File: src/rtl/sinc3_pkg.sv
package sinc3_pkg;
  // growth of an N-th order sinc filter plus sign plus headroom for exact full scale
  function automatic int acc_width(input int order, input int rate);
    return 2 + order * $clog2(rate);
  endfunction

  function automatic int full_scale(input int order, input int rate);
    int v;
    v = 1;
    for (int i = 0; i < order; i++) v = v * rate;
    return v;
  endfunction
endpackage

File: src/rtl/sinc3_integ.sv
module sinc3_integ #(
  parameter int ORDER = 3,
  parameter int W     = 14
) (
  input  logic                clk_i,
  input  logic                rst_ni,
  input  logic                en_i,
  input  logic signed [W-1:0] x_i,
  output logic signed [W-1:0] sum_o
);
  logic signed [W-1:0] chain [ORDER+1];
  assign chain[0] = x_i;

  for (genvar g = 0; g < ORDER; g++) begin : g_stage
    logic signed [W-1:0] acc_q;
    assign chain[g+1] = acc_q + chain[g];
    always_ff @(posedge clk_i or negedge rst_ni) begin
      if (!rst_ni)   acc_q <= '0;
      else if (en_i) acc_q <= chain[g+1];
    end
  end

  // post-update value of last stage, includes current sample
  assign sum_o = chain[ORDER];
endmodule

File: src/rtl/sinc3_phase.sv
module sinc3_phase #(
  parameter int RATE = 16
) (
  input  logic clk_i,
  input  logic rst_ni,
  input  logic en_i,
  output logic dump_o
);
  localparam int CW = (RATE > 1) ? $clog2(RATE) : 1;
  localparam logic [CW-1:0] LAST = CW'(RATE - 1);

  logic [CW-1:0] cnt_q;

  assign dump_o = en_i && (cnt_q == LAST);

  always_ff @(posedge clk_i or negedge rst_ni) begin
    if (!rst_ni)     cnt_q <= '0;
    else if (dump_o) cnt_q <= '0;
    else if (en_i)   cnt_q <= cnt_q + 1'b1;
  end
endmodule

File: src/rtl/sinc3_comb.sv
module sinc3_comb #(
  parameter int ORDER = 3,
  parameter int W     = 14
) (
  input  logic                clk_i,
  input  logic                rst_ni,
  input  logic                ld_i,
  input  logic signed [W-1:0] din_i,
  output logic signed [W-1:0] data_o,
  output logic                valid_o
);
  logic signed [W-1:0] chain [ORDER+1];
  assign chain[0] = din_i;

  for (genvar g = 0; g < ORDER; g++) begin : g_stage
    logic signed [W-1:0] dly_q;
    assign chain[g+1] = chain[g] - dly_q;
    always_ff @(posedge clk_i or negedge rst_ni) begin
      if (!rst_ni)   dly_q <= '0;
      else if (ld_i) dly_q <= chain[g];
    end
  end

  always_ff @(posedge clk_i or negedge rst_ni) begin
    if (!rst_ni) begin
      data_o  <= '0;
      valid_o <= 1'b0;
    end else begin
      valid_o <= ld_i;
      if (ld_i) data_o <= chain[ORDER];
    end
  end
endmodule

File: src/rtl/sinc3_decimator.sv
module sinc3_decimator #(
  parameter int RATE  = 16,
  parameter int ORDER = 3,
  localparam int ACC_W = sinc3_pkg::acc_width(ORDER, RATE)
) (
  input  logic             clk_i,
  input  logic             rst_ni,
  input  logic             en_i,
  input  logic             bit_i,
  output logic [ACC_W-1:0] data_o,
  output logic             valid_o
);
  logic signed [ACC_W-1:0] x_s;
  logic signed [ACC_W-1:0] integ_sum;
  logic signed [ACC_W-1:0] comb_out;
  logic                    dump;

  assign x_s = bit_i ? ACC_W'(1) : '1;

  sinc3_integ #(.ORDER(ORDER), .W(ACC_W)) u_integ (
    .clk_i  (clk_i),
    .rst_ni (rst_ni),
    .en_i   (en_i),
    .x_i    (x_s),
    .sum_o  (integ_sum)
  );

  sinc3_phase #(.RATE(RATE)) u_phase (
    .clk_i  (clk_i),
    .rst_ni (rst_ni),
    .en_i   (en_i),
    .dump_o (dump)
  );

  sinc3_comb #(.ORDER(ORDER), .W(ACC_W)) u_comb (
    .clk_i   (clk_i),
    .rst_ni  (rst_ni),
    .ld_i    (dump),
    .din_i   (integ_sum),
    .data_o  (comb_out),
    .valid_o (valid_o)
  );

  assign data_o = comb_out;
endmodule

File: config.mk
export PLATFORM = sky130hd
export DESIGN_NAME = sinc3_decimator
export DESIGN_NICKNAME = d
export VERILOG_FILES = /design/src/rtl/sinc3_pkg.sv /design/src/rtl/sinc3_integ.sv /design/src/rtl/sinc3_phase.sv /design/src/rtl/sinc3_comb.sv /design/src/rtl/sinc3_decimator.sv
export SDC_FILE = /design/constraint.sdc
export NUM_CORES = 1
export LEC_CHECK = 0
export BUFFER_PORTS_ARGS = -buffer_cell sky130_fd_sc_hd__buf_2
export CORE_ASPECT_RATIO = 1.5
export CORE_MARGIN = 2
export CORE_UTILIZATION = 38
export DETAILED_ROUTE_END_ITERATION = 6
export GPL_ROUTABILITY_DRIVEN = 0
export SKIP_LAST_GASP = 1
export SLEW_MARGIN = 10
export SYNTH_ARGS = -nofsm -noshare
export SYNTH_HDL_FRONTEND = slang
export SYNTH_HIERARCHICAL = 1
export SYNTH_SLANG_ARGS = --single-unit
File: constraint.sdc
create_clock -name clk_i -period 10.65 [get_ports clk_i]
set_input_delay 1.065 -clock clk_i [delete_from_list [all_inputs] [get_ports clk_i]]
set_output_delay 1.065 -clock clk_i [all_outputs]
set_load 0.005 [all_outputs]
==> results.sh <==
export IMPL_status="finished clean"
export IMPL_routed_via_density=5.22
export IMPL_totalWireLength_um=14400
export IMPL_hold_viol=0
export IMPL_synthSimpleGateAreaFrac_pct=10.4
export IMPL_ys_seq_elements=103
export IMPL_holdPathEnd="u_phase/cnt_q[3]$_DFFE_PN0P_"
export IMPL_reg2reg_slack_ns=2.55
export IMPL_path_max_fanout=14
export IMPL_grt_max_degree=91
export IMPL_worstHoldPathCells=1
export IMPL_die_h_um=177
export IMPL_core_rowCount=63
export IMPL_core_um2=19600
export IMPL_ys_warn_count=6
export IMPL_synthAdderAreaFrac_pct=14.8
export IMPL_vias=5548
export IMPL_htree_levels=3
export IMPL_synth_top_area_share_pct=34.0
export IMPL_cts_root_buf="clkbuf_16"
export IMPL_max_cap_violations=0
export IMPL_fin_crit_sh_pct=81.4
export IMPL_clk_pin_slew_ns=0.07
export IMPL_end_kind="register"
export IMPL_fin_crit_ns=8.67
export IMPL_syn_inst=797
export IMPL_ctsHoldBuffers=0
export IMPL_nets=888
export IMPL_skew_ns=0.00944
export IMPL_drive_gt1_share_pct=12.5
export IMPL_drv_slew=0
export IMPL_yosysUniqueCellTypes=66
export IMPL_finalSetupViolCount=0
export IMPL_worstHoldStart="u_phase/cnt_q[3]$_DFFE_PN0P_"
export IMPL_critPathKind="in -> reg"
export IMPL_grt_usage_pct=14.2
export IMPL_final_common_cell="dfrtp_1"
export IMPL_post_cts_buffers=0
export IMPL_grt_pass1_wl_um=24400
export IMPL_initial_core_util_pct=38.6
export IMPL_final_cell_mix="dfrtp_1, ha_1, inv_1"
export IMPL_r2r_end="u_comb/data_o[13]$_DFFE_PN0P_"
export IMPL_cts_tree="done"
export IMPL_synth_compound_area_share_pct=18.4
export IMPL_slowest_stage="a2111oi_0"
export IMPL_hold_class="reg -> reg"
export IMPL_worstPathArrival_ns=8.92
export IMPL_critPathLaunchType="primary input"
export IMPL_worst_slew_pin_slew_ns=0.902
export IMPL_drtIter0Drc=258
export IMPL_placed_cells=1047
export IMPL_wl_per_cell_um=13.6
export IMPL_synth_area_mux_share_pct=9.12
export IMPL_clk_latency_ns=0.35
export IMPL_critPathMostFrequentCell="ha_1"
export IMPL_drc=0
export IMPL_crit_required_ns=10.90
export IMPL_relSlewSlack_pct=39.8
export IMPL_fin_setup_tns_ns=0
export IMPL_r2r_start="u_integ/g_stage[0].acc_q[0]$_DFFE_PN0P_"
export IMPL_syn_avg_cell_area_um2=9.50
export IMPL_antenna_found_initial=0
export IMPL_place_hpwl_um=10400
export IMPL_ctsResizeCount=0
export IMPL_synth_area_leader_cell="dfrtp_1"
export IMPL_worstRegToRegCells=33
export IMPL_syn_area_um2=7570
export IMPL_synthXorXnorAreaFrac_pct=7.62
export IMPL_grt_pass1_vias=5475
export IMPL_synth_area_leaders="dfrtp_1, ha_1, mux2_2, xnor2_1, a21oi_1"
export IMPL_clockBufferDepth=2
export IMPL_synth_edff_count=0
export IMPL_synthFlopType="dfrtp_1"
export IMPL_cts_buffers=9
export IMPL_grt_overflow_total=0
export IMPL_clock_fmax_ghz=0.115
export IMPL_num_antenna_cells=0
export IMPL_synth_top_family_by_area="compound AO/OA/AOI/OAI gates"
export IMPL_syn_to_final_growth_pct=7.27
export IMPL_drt_pass1_iter_count=6
export IMPL_rsz0062_at_grt="no"
export IMPL_clock_sinks=103
export IMPL_crit_path_max_incr_delay_ns=0.50
export IMPL_ant_nets=0
export IMPL_instances_no_fill=1062
export IMPL_async_flop_share_pct=100
export IMPL_ios=19
export IMPL_die_w_um=119
export IMPL_seq_area_frac_synth_pct=34.0
export IMPL_synth_fp_nets=887
export IMPL_dieArea_um2=21100
export IMPL_port_buffers=18
worst max path at each step:
| stage | cells after the start | to | startpoint |
|---|---|---|---|
| final | 34 | u_comb/data_o[13]$_DFFE_PN0P_ | bit_i |
| after global routing | 34 | u_comb/data_o[13]$_DFFE_PN0P_ | bit_i |
| after CTS | 34 | u_comb/data_o[13]$_DFFE_PN0P_ | bit_i |
| after detailed placement | 34 | u_comb/data_o[13]$_DFFE_PN0P_ | bit_i |
| after global placement | 34 | u_comb/data_o[13]$_DFFE_PN0P_ | bit_i |
| after floorplan | 35 | u_comb/data_o[13]$_DFFE_PN0P_ | bit_i |
kinds of logic (layout without fill, tap and decap cells):
| logic type | Yosys count | count (layout) |
|---|---|---|
| AOI/OAI and AO/OA | 215 | 215 |
| xor gates and xnor gates | 65 | 65 |
| adders and majority gates | 86 | 86 |
| buffers and inverters | 97 | 102 |
| DFF | 103 | 103 |
| muxes | 62 | 62 |
| other | 1 | 1 |
| and+or+nand+nor | 168 | 168 |
through the flow:
step                util (%)  setup WS (ns)  hold WS (ns)  instance area, µm²
floorplan                  -           2.29         0.461                7570
global placement        40.0           1.77         0.484                7840
detailed placement      40.0           1.61         0.486                7840
CTS                     41.4           1.97         0.498                8120
global route            41.4           1.24         0.520                8120
finish                  41.4           1.98         0.492                8120
final cells by class:
| type | count | area, µm² |
|---|---|---|
| Clock buffer | 10 | 229 |
| Multi-Input combinational cell | 597 | 4580 |
| Timing Repair Buffer | 21 | 115 |
| Clock inverter | 5 | 50.0 |
| Tap cell | 260 | 325 |
| Fill cell | 1880 | 11500 |
| Inverter | 66 | 248 |
| Sequential cell | 103 | 2580 |
Yosys cell counts, drive strengths merged (12+ instances only):
cell type	count
a21o	17
a21oi	51
buf	20
dfrtp	103
ha	80
inv	66
mux2	56
nand2	56
nor2	45
nor3	12
o21a	16
o21ai	63
xnor2	45
xor2	20
worst max-delay path: cells and delay by family:
| kind | cells | cell delay (ns) |
|---|---|---|
| simple gates | 8 | 1.23 |
| compound gates | 12 | 3.01 |
| fa+ha+maj | 6 | 2.08 |
| xor+xnor | 5 | 0.90 |
| buf+inv | 3 | 0.61 |
metal layers:
metal | wire, µm | GRT usage (%) | vias up | share of wire (%)
met4 | 360 | 5.85 | 0 | 2.5
met3 | 331 | 2.45 | 25 | 2.3
met1 | 6240 | 15.7 | 2617 | 43
met2 | 7510 | 26.7 | 82 | 52
li1 | - | - | 2824 | -
met5 | 0 | 0 | - | 0
flip-flops by register name (all words and copies together), names as in the netlist:
signal / flops
u_phase/cnt_q: 4
u_comb/valid_o: 1
u_comb/data_o: 14
u_integ/g_stage.acc_q: 42
u_comb/g_stage.dly_q: 42
Power is not shown: default switching activity piles up to over one toggle a cycle in this logic, so the estimate is an artifact.
